--- config.mk ---
export PLATFORM = sky130hd
export DESIGN_NAME = fence_irq_unit
export DESIGN_NICKNAME = d
export VERILOG_FILES = /design/src/rtl/fence_irq_pkg.sv /design/src/rtl/fence_tracker.sv /design/src/rtl/irq_status.sv /design/src/rtl/sync_fsm.sv /design/src/rtl/fence_irq_unit.sv
export SDC_FILE = /design/constraint.sdc
export NUM_CORES = 1
export LEC_CHECK = 0
export BUFFER_PORTS_ARGS = -buffer_cell sky130_fd_sc_hd__buf_4
export CAP_MARGIN = 20
export CORE_UTILIZATION = 52
export CTS_CLUSTER_DIAMETER = 60
export DETAILED_ROUTE_END_ITERATION = 10
export HOLD_SLACK_MARGIN = 0.15
export PLACE_DENSITY_LB_ADDON = 0.05
export SLEW_MARGIN = 5
export SYNTH_ARGS = -nofsm -noshare
export SYNTH_HDL_FRONTEND = slang
export SYNTH_SLANG_ARGS = --single-unit
--- constraint.sdc ---
create_clock -name clk -period 2.6 [get_ports clk]
set_clock_uncertainty 0.05 [all_clocks]
set_input_delay 0.52 -clock clk [delete_from_list [all_inputs] [get_ports clk]]
set_output_delay 0.52 -clock clk [all_outputs]
set_load 0.1 [all_outputs]
--- src/rtl/fence_irq_pkg.sv ---
package fence_irq_pkg;

    localparam int unsigned NUM_SRC  = 3;
    localparam int unsigned SRC_ANY  = 0;
    localparam int unsigned SRC_PROG = 1;
    localparam int unsigned SRC_GOAL = 2;

    localparam int unsigned ADR_LAST = 0;
    localparam int unsigned ADR_GOAL = 1;
    localparam int unsigned ADR_MASK = 2;
    localparam int unsigned ADR_STAT = 3;
    localparam int unsigned ADR_SYNC = 4;
    localparam int unsigned ADR_BUSY = 5;

    typedef enum logic {
        ST_IDLE = 1'b0,
        ST_BUSY = 1'b1
    } sync_state_t;

endpackage

--- src/rtl/fence_tracker.sv ---
module fence_tracker #(
    parameter int unsigned DATA_W = 32
) (
    input  logic              clk,
    input  logic              rst_n,
    input  logic              fence_valid,
    input  logic [DATA_W-1:0] fence_value,
    input  logic              goal_we,
    input  logic [DATA_W-1:0] goal_wdata,
    output logic [DATA_W-1:0] last_fence,
    output logic [DATA_W-1:0] goal,
    output logic              any_evt,
    output logic              goal_evt
);

    always_ff @(posedge clk) begin
        if (!rst_n) begin
            last_fence <= '0;
            goal       <= '1;
        end else begin
            if (fence_valid) last_fence <= fence_value;
            if (goal_we)     goal       <= goal_wdata;
        end
    end

    // Compare against the goal held before any same-cycle write
    always_comb begin
        any_evt  = fence_valid;
        goal_evt = fence_valid && (fence_value == goal);
    end

endmodule

--- src/rtl/irq_status.sv ---
module irq_status #(
    parameter int unsigned      NUM_SRC   = 3,
    parameter logic [NUM_SRC-1:0] GATE_SET = '0
) (
    input  logic               clk,
    input  logic               rst_n,
    input  logic [NUM_SRC-1:0] evt,
    input  logic               clr_we,
    input  logic [NUM_SRC-1:0] clr_bits,
    input  logic               mask_we,
    input  logic [NUM_SRC-1:0] mask_wdata,
    output logic [NUM_SRC-1:0] status,
    output logic [NUM_SRC-1:0] mask,
    output logic               irq
);

    logic [NUM_SRC-1:0] set_v;
    logic [NUM_SRC-1:0] clr_v;

    for (genvar i = 0; i < NUM_SRC; i++) begin : g_src
        if (GATE_SET[i]) begin : g_gated
            assign set_v[i] = evt[i] & mask[i];
        end else begin : g_open
            assign set_v[i] = evt[i];
        end
        assign clr_v[i] = clr_we & clr_bits[i];
    end

    always_ff @(posedge clk) begin
        if (!rst_n) begin
            status <= '0;
            mask   <= '0;
        end else begin
            status <= (status & ~clr_v) | set_v;
            if (mask_we) mask <= mask_wdata;
        end
    end

    assign irq = |(status & mask);

endmodule

--- src/rtl/sync_fsm.sv ---
module sync_fsm
    import fence_irq_pkg::*;
#(
    parameter int unsigned DATA_W = 32
) (
    input  logic              clk,
    input  logic              rst_n,
    input  logic              sync_we,
    input  logic [DATA_W-1:0] sync_wdata,
    input  logic              drained,
    output logic              busy,
    output logic              wake,
    output logic [DATA_W-1:0] reason
);

    sync_state_t state_q, state_d;

    always_ff @(posedge clk) begin
        if (!rst_n) begin
            state_q <= ST_IDLE;
            wake    <= 1'b0;
            reason  <= '0;
        end else begin
            state_q <= state_d;
            wake    <= sync_we;
            if (sync_we) reason <= sync_wdata;
        end
    end

    always_comb begin
        state_d = state_q;
        busy    = 1'b0;
        unique case (state_q)
            ST_IDLE: begin
                if (sync_we) state_d = ST_BUSY;
            end
            ST_BUSY: begin
                busy = 1'b1;
                if (drained && !sync_we) state_d = ST_IDLE;
            end
            default: state_d = ST_IDLE;
        endcase
    end

endmodule

--- src/rtl/fence_irq_unit.sv ---
module fence_irq_unit
    import fence_irq_pkg::*;
#(
    parameter int unsigned DATA_W = 32,
    parameter int unsigned ADDR_W = 4
) (
    input  logic              clk,
    input  logic              rst_n,
    input  logic [ADDR_W-1:0] bus_addr,
    input  logic              bus_wr,
    input  logic              bus_rd,
    input  logic [DATA_W-1:0] bus_wdata,
    output logic [DATA_W-1:0] bus_rdata,
    input  logic              fence_valid,
    input  logic [DATA_W-1:0] fence_value,
    input  logic              progress_pulse,
    input  logic              drained_pulse,
    output logic              wake_pulse,
    output logic              irq
);

    localparam logic [NUM_SRC-1:0] GATE = NUM_SRC'(1) << SRC_GOAL;

    logic              goal_we, mask_we, stat_we, sync_we;
    logic [DATA_W-1:0] last_w, goal_w, reason_w;
    logic              any_evt, goal_evt, busy_w;
    logic [NUM_SRC-1:0] evt_w, stat_w, mask_w;
    logic [DATA_W-1:0] rd_mux;

    assign goal_we = bus_wr && (bus_addr == ADDR_W'(ADR_GOAL));
    assign mask_we = bus_wr && (bus_addr == ADDR_W'(ADR_MASK));
    assign stat_we = bus_wr && (bus_addr == ADDR_W'(ADR_STAT));
    assign sync_we = bus_wr && (bus_addr == ADDR_W'(ADR_SYNC));

    fence_tracker #(.DATA_W(DATA_W)) u_fence (
        .clk        (clk),
        .rst_n      (rst_n),
        .fence_valid(fence_valid),
        .fence_value(fence_value),
        .goal_we    (goal_we),
        .goal_wdata (bus_wdata),
        .last_fence (last_w),
        .goal       (goal_w),
        .any_evt    (any_evt),
        .goal_evt   (goal_evt)
    );

    always_comb begin
        evt_w           = '0;
        evt_w[SRC_ANY]  = any_evt;
        evt_w[SRC_PROG] = progress_pulse;
        evt_w[SRC_GOAL] = goal_evt;
    end

    irq_status #(.NUM_SRC(NUM_SRC), .GATE_SET(GATE)) u_stat (
        .clk       (clk),
        .rst_n     (rst_n),
        .evt       (evt_w),
        .clr_we    (stat_we),
        .clr_bits  (bus_wdata[NUM_SRC-1:0]),
        .mask_we   (mask_we),
        .mask_wdata(bus_wdata[NUM_SRC-1:0]),
        .status    (stat_w),
        .mask      (mask_w),
        .irq       (irq)
    );

    sync_fsm #(.DATA_W(DATA_W)) u_sync (
        .clk       (clk),
        .rst_n     (rst_n),
        .sync_we   (sync_we),
        .sync_wdata(bus_wdata),
        .drained   (drained_pulse),
        .busy      (busy_w),
        .wake      (wake_pulse),
        .reason    (reason_w)
    );

    always_comb begin
        rd_mux = '0;
        if (bus_addr == ADDR_W'(ADR_LAST))      rd_mux = last_w;
        else if (bus_addr == ADDR_W'(ADR_GOAL)) rd_mux = goal_w;
        else if (bus_addr == ADDR_W'(ADR_MASK)) rd_mux = DATA_W'(mask_w);
        else if (bus_addr == ADDR_W'(ADR_STAT)) rd_mux = DATA_W'(stat_w);
        else if (bus_addr == ADDR_W'(ADR_SYNC)) rd_mux = reason_w;
        else if (bus_addr == ADDR_W'(ADR_BUSY)) rd_mux = DATA_W'(busy_w);
    end

    always_ff @(posedge clk) begin
        if (!rst_n)      bus_rdata <= '0;
        else if (bus_rd) bus_rdata <= rd_mux;
    end

endmodule

# Yosys cells after proc, flatten, opt, wreduce, memory -nomap -nowiden
# Index checks and enable logic that the tools add are counted.
word_totals:
  reg_bits: 136
  in_bits: 75
  out_inout_bits: 34
  elab_cells: 42
classes:
  n_eq_ne: 6
  mux: 10
  bitwise_logic: 9
  reduce_logical: 9
ops:
  columns: ["cell", "count"]
  rows:
  - ["$mux W32", 5]
  - ["$eq A32 B32 Y1", 1]
  - ["$eq A4 B2 Y1 const B", 2]
  - ["$eq A4 B3 Y1 const B", 2]
  - ["$and A3 B3 Y3", 2]
  - ["$logic_and A1 B1 Y1", 6]
  - ["$and A1 B1 Y1", 4]
  - ["$eq A4 B1 Y1 const B", 1]
  - ["$logic_not A4 Y1", 1]
  - ["$mux W1", 4]
  - ["$not A3 Y3", 1]
  - ["$or A3 B3 Y3", 1]
  - ["$reduce_or A3 Y1", 1]
  - ["$pmux W1 S2", 1]
  - ["$logic_not A1 Y1", 1]
  - ["$not A1 Y1", 1]

# Longest topological paths before layout
depth:
  depth_word: 7
  ltp_mapped: 7
  ltp_nobuf: 5

# Cells and area by module
# From an unflattened synthesis, not the netlist that was laid out.
hier_totals:
  cells_unflattened: 664
  area_unflattened_um2: 6428.7
modules_own_cells:
  columns: ["mod", "n_inst", "cells_each", "area_each_um2", "seq_area_each_um2"]
  rows:
  - ["fence_tracker", 1, 252, 2678.8, 1281.2]
  - ["fence_irq_unit", 1, 281, 2214.6, 640.6]
  - ["sync_fsm", 1, 108, 1303.8, 680.7]
  - ["irq_status", 1, 23, 231.5, 120.1]

# Least setup slack after synthesis
# Ideal clock, no wire load.
synth_timing:
  path_kind: "input-to-reg"
  from: "input port bus_addr[1]"
  to: "register bus_rdata[0]"
  setup_time_ns: 0.132
  t_arrival_ns: 1.497
  required_ns: 2.418
  setup_slack_ns: 0.921
  path_stages: 5
  path_buffers: 1
  path_cell_list: "buf_2 > mux2_2 > a22o_1 > a221oi_1 > a21oi_1"
synth_between:
  elab_chain_len: 7
  word_cells_on_any_way: 12
  cone_classes: "5 x eq/ne; 6 x mux; 1 x reduce/logical"
synth_rtl:
  columns: ["element", "line", "text"]
  rows:
  - ["start: declaration", "fence_irq_unit.sv:9", "input logic [ADDR_W-1:0] bus_addr,"]
  - ["$eq A4 B3 Y1", "fence_irq_unit.sv:86", "else if (bus_addr == ADDR_W'(ADR_BUSY)) rd_mux = DATA_W'(busy_w);"]
  - ["$mux W1", "fence_irq_unit.sv:86", null]
  - ["$mux W32", "fence_irq_unit.sv:85", "else if (bus_addr == ADDR_W'(ADR_SYNC)) rd_mux = reason_w;"]
  - ["$mux W32", "fence_irq_unit.sv:84", "else if (bus_addr == ADDR_W'(ADR_STAT)) rd_mux = DATA_W'(stat_w);"]
  - ["$mux W32", "fence_irq_unit.sv:83", "else if (bus_addr == ADDR_W'(ADR_MASK)) rd_mux = DATA_W'(mask_w);"]
  - ["$mux W32", "fence_irq_unit.sv:82", "else if (bus_addr == ADDR_W'(ADR_GOAL)) rd_mux = goal_w;"]
  - ["$mux W32 (*)", "fence_irq_unit.sv:81", "if (bus_addr == ADDR_W'(ADR_LAST)) rd_mux = last_w;"]
  - ["end signal: assignment", "fence_irq_unit.sv:91", "else if (bus_rd) bus_rdata <= rd_mux;"]
  - ["end: declaration", "fence_irq_unit.sv:13", "output logic [DATA_W-1:0] bus_rdata,"]
# Mark *: on every way between the ends. The rest lies on a longest branch, timed or not.
# A chain may end at the register's enable or synchronous reset.

# Worst setup path after layout
layout_timing:
  from: "register u_stat.mask[2]"
  to: "output port irq"
layout_between:
  elab_chain_len: 2
layout_rtl:
  columns: ["element", "line", "text"]
  rows:
  - ["start: declaration", "irq_status.sv:13", "output logic [NUM_SRC-1:0] mask,"]
  - ["start signal: assignment", "irq_status.sv:35", "if (mask_we) mask <= mask_wdata;"]
  - ["$and A3 B3 Y3", "irq_status.sv:39", "assign irq = |(status & mask);"]
  - ["$reduce_or A3 Y1", "irq_status.sv:39", null]
  - ["end: declaration", "fence_irq_unit.sv:19", "output logic irq"]
# No other way between the ends.

==> metrics.csv <==
stage,metric,value,unit
cts,TritonCTS Buffers,17,
cells_and_area,"most common cell after layout, fill and taps aside",nand2_1,
global_routing,pin count of the biggest net entering global routing,110,
floorplanning,Die Wd,109,um
synthesis,Yosys warnings,0,
timing,Slew headroom,58.9,%
cells_and_area,Final Non-Filler Cells,930,
cts,Max clock buf depth,2,
timing,Setup TNS,0,ns
cells_and_area,Syn-to-layout area delta,24.6,%
worst_hold_path,Worst Hold Class,input port to flip-flop,
placed_design,Placer Congestion,0.793,
worst_setup_path,Worst R2R End,u_stat.status[2],
drt,Wirelength per Cell,17.4,um
drt,Routed Antenna Nets,0,
worst_hold_path,Hold Path Sink,u_fence.goal[13],
cts,clock slew at reported path FFs,0.06,ns
worst_setup_path,Crit Path Class,flip-flop to output pin,
cts,CTS sink cnt,136,
timing,final-report setup violation count,0,
placed_design,dpl cells,899,
timing,fin. max-slew vios,0,
floorplanning,Starting Density,54.3,%
timing,Max Clk Rate,502,MHz
drt,initial DRC count,417,
placed_design,Final HPWL DP,10.3,mm
worst_setup_path,Setup crit start,u_stat.mask[2],
worst_setup_path,CP Max Fanout,4,
synthesis,syn_area_per_cell,8.64,um^2
drt,DR vias,5228,
synthesis,synth unique cells,35,
cts,post-CTS sizing,0,
cts,CTS Hold Bufs,0,
drt,drt total wl,16.2,mm
power_and_ir_drop,Max VDD drop,395,uV
drt,DRT Pass-1 Iters,5,
cts,clk_lat worst skew,0.41,ns
synthesis,Syn Std Cell Area,5960,um^2
flow_run,Max Cap Violations,0,
synthesis,cells after synthesis,690,
worst_setup_path,Reg2Reg Depth,5,
worst_setup_path,slowest cell delay on critical path,0.37,ns
synthesis,Mapped Nets,765,
power_and_ir_drop,pwr/cell area,681,nW/um^2
synthesis,register bit total from synthesis,136,
cells_and_area,final core occ,67.7,%
cells_and_area,most frequent cells in the layout,"138 x nand2_1, 136 x dfxtp_1, 120 x buf_4",
worst_setup_path,R2R Setup Slk,1.03,ns
cells_and_area,layout cells sized above 1,19.7,%
worst_setup_path,Bufs and invs on worst path,2,
global_routing,initial antenna violation count,0,
timing,min Tclk post-route,1.99,ns
worst_setup_path,cell family with most CP delay,flip-flops,
worst_setup_path,required time at the worst-slack endpoint,2.03,ns
timing,Tcrit/Tclk final,76.6,%
placed_design,dpl cell area,6870,um^2
cells_and_area,post-route cell area,7430,um^2
cts,# Post-CTS Setup Buffers,0,
worst_setup_path,worst path cell trace,"a222oi_1, inv_1, buf_4",
timing,RSZ-0062 raised after global routing,no,
run_status,status,"complete, no violations",
drt,vias per cell,5.62,
placed_design,IO Port Bufs,108,
drt,DRC,0,
global_routing,overall global routing resource usage,28.5,%
floorplanning,core footprint,11000,um^2
cts,H-tree Lvls,4,
global_routing,total gr overflow,0,
worst_setup_path,Crit-path slowest cell,dfxtp_1,
timing,hold slack,0.270,ns
cts,CTS tree,done,
synthesis,sequential area share after synthesis,45.7,%
cells_and_area,diode count,0,
floorplanning,die height,109,um
global_routing,vias in the first global route,4889,
cells_and_area,nets@finish,853,
timing,final setup margin,0.607,ns
cts,CTS root buffer,clkbuf_16,
worst_setup_path,"Arr. time, crit path",1.42,ns
worst_setup_path,CP Capture Type,output pin,
worst_hold_path,hold depth,3,
timing,Slew @ Worst Pin,0.617,ns
timing,Fin. Hold Viols,0,
worst_hold_path,HP Start,bus_wdata[13],
global_routing,first-pass GRT wire length,25.3,mm
floorplanning,Rows,38,
worst_setup_path,worst flop-to-flop path startpoint,u_fence.goal[27],
worst_setup_path,CP Launch Type,flip-flop,
floorplanning,IO Pins,109,
floorplanning,die area,11900,um^2
power_and_ir_drop,P_leak,3.08,nW
placed_design,DP Worst Slack,0.323,ns
power_and_ir_drop,Design Power,5.06,mW
## final cells by class
cell class                 count  area [um^2]
clock buffer                  21          460
clock inverter                10          103
fill                         912         3550
inverter                      31          116
timing repair buffer         123          961
sequential                   136         2720
multi-input combinational    469         2890
tap                          140          175
## worst register-to-register path, delay by kind of cell, from the launching register on
family,cells,cell delay (ns)
flip-flops,1,0.33
AND/OR/NAND/NOR,4,0.75
XOR/XNOR,1,0.38
## cells by family (layout without fill, tap and decap cells)
| logic type | Yosys count | after routing | synth area share [%] |
|---|---|---|---|
| buf+inv | 85 | 185 | 5.96 |
| mux | 37 | 37 | 6.23 |
| xor+xnor | 32 | 32 | 4.70 |
| simple gates | 266 | 266 | 21.8 |
| flops | 136 | 136 | 45.7 |
| compound gates | 134 | 134 | 15.7 |
## flip-flops by register name (all words and copies together) (netlist names)
name / cells
bus_rdata: 32
u_sync.wake: 1
u_sync.reason: 32
u_fence.last_fence: 32
u_fence.goal: 32
u_sync.state_q: 1
u_stat.status: 3
u_stat.mask: 3
## power by group
group / internal [mW] / leakage (nW) / switching (mW) / total, mW
clock: 1.44 / 0.282 / 0.856 / 2.30
sequential: 2.15 / 1.11 / 0.0396 / 2.19
combinational: 0.231 / 1.69 / 0.339 / 0.570
total: 3.82 / 3.08 / 1.23 / 5.06
## layer usage
metal,GRT usage [%],vias to the layer above,share of wire (%)
li1,-,2526,-
met1,38.2,2491,45
met2,44.4,188,47
met3,6.81,23,6.9
met4,10.0,0,1.7
met5,0,-,0
## worst max path at each step
stage	depth (start not counted)	endpoint
global route	3	irq
finish	3	irq
CTS	3	irq
global placement	7	bus_rdata[21]
floorplan	5	bus_rdata[0]
detailed placement	7	bus_rdata[19]
## cell usage after synthesis
library cell | count | area [um^2]
nor4b_4 | 1 | 23.8
nor2_1 | 4 | 15.0
and2_0 | 1 | 6.26
a22oi_1 | 2 | 15.0
nor2b_1 | 38 | 238
mux2_2 | 1 | 11.3
dfxtp_1 | 136 | 2720
xnor2_1 | 29 | 254
nand2b_1 | 2 | 12.5
buf_4 | 3 | 22.5
nor3_1 | 2 | 10.0
nor3_4 | 1 | 16.3
buf_2 | 20 | 100
nor4_1 | 2 | 12.5
nand4_1 | 8 | 50.1
a221oi_1 | 29 | 254
a222oi_1 | 4 | 40.0
inv_1 | 31 | 116
and4_1 | 1 | 8.76
nand3_1 | 35 | 175
a21boi_0 | 2 | 15.0
a22o_1 | 1 | 8.76
a21boi_1 | 31 | 233
o22ai_1 | 30 | 188
xor2_1 | 3 | 26.3
and3_1 | 1 | 6.26
nor4_2 | 1 | 12.5
and2_1 | 31 | 194
a21oi_1 | 3 | 15.0
o21ai_0 | 31 | 155
buf_1 | 3 | 11.3
nand2_1 | 138 | 518
clkbuf_1 | 28 | 105
mux2i_1 | 36 | 360
o211a_1 | 1 | 10.0
(Power assumes the default switching activity.)
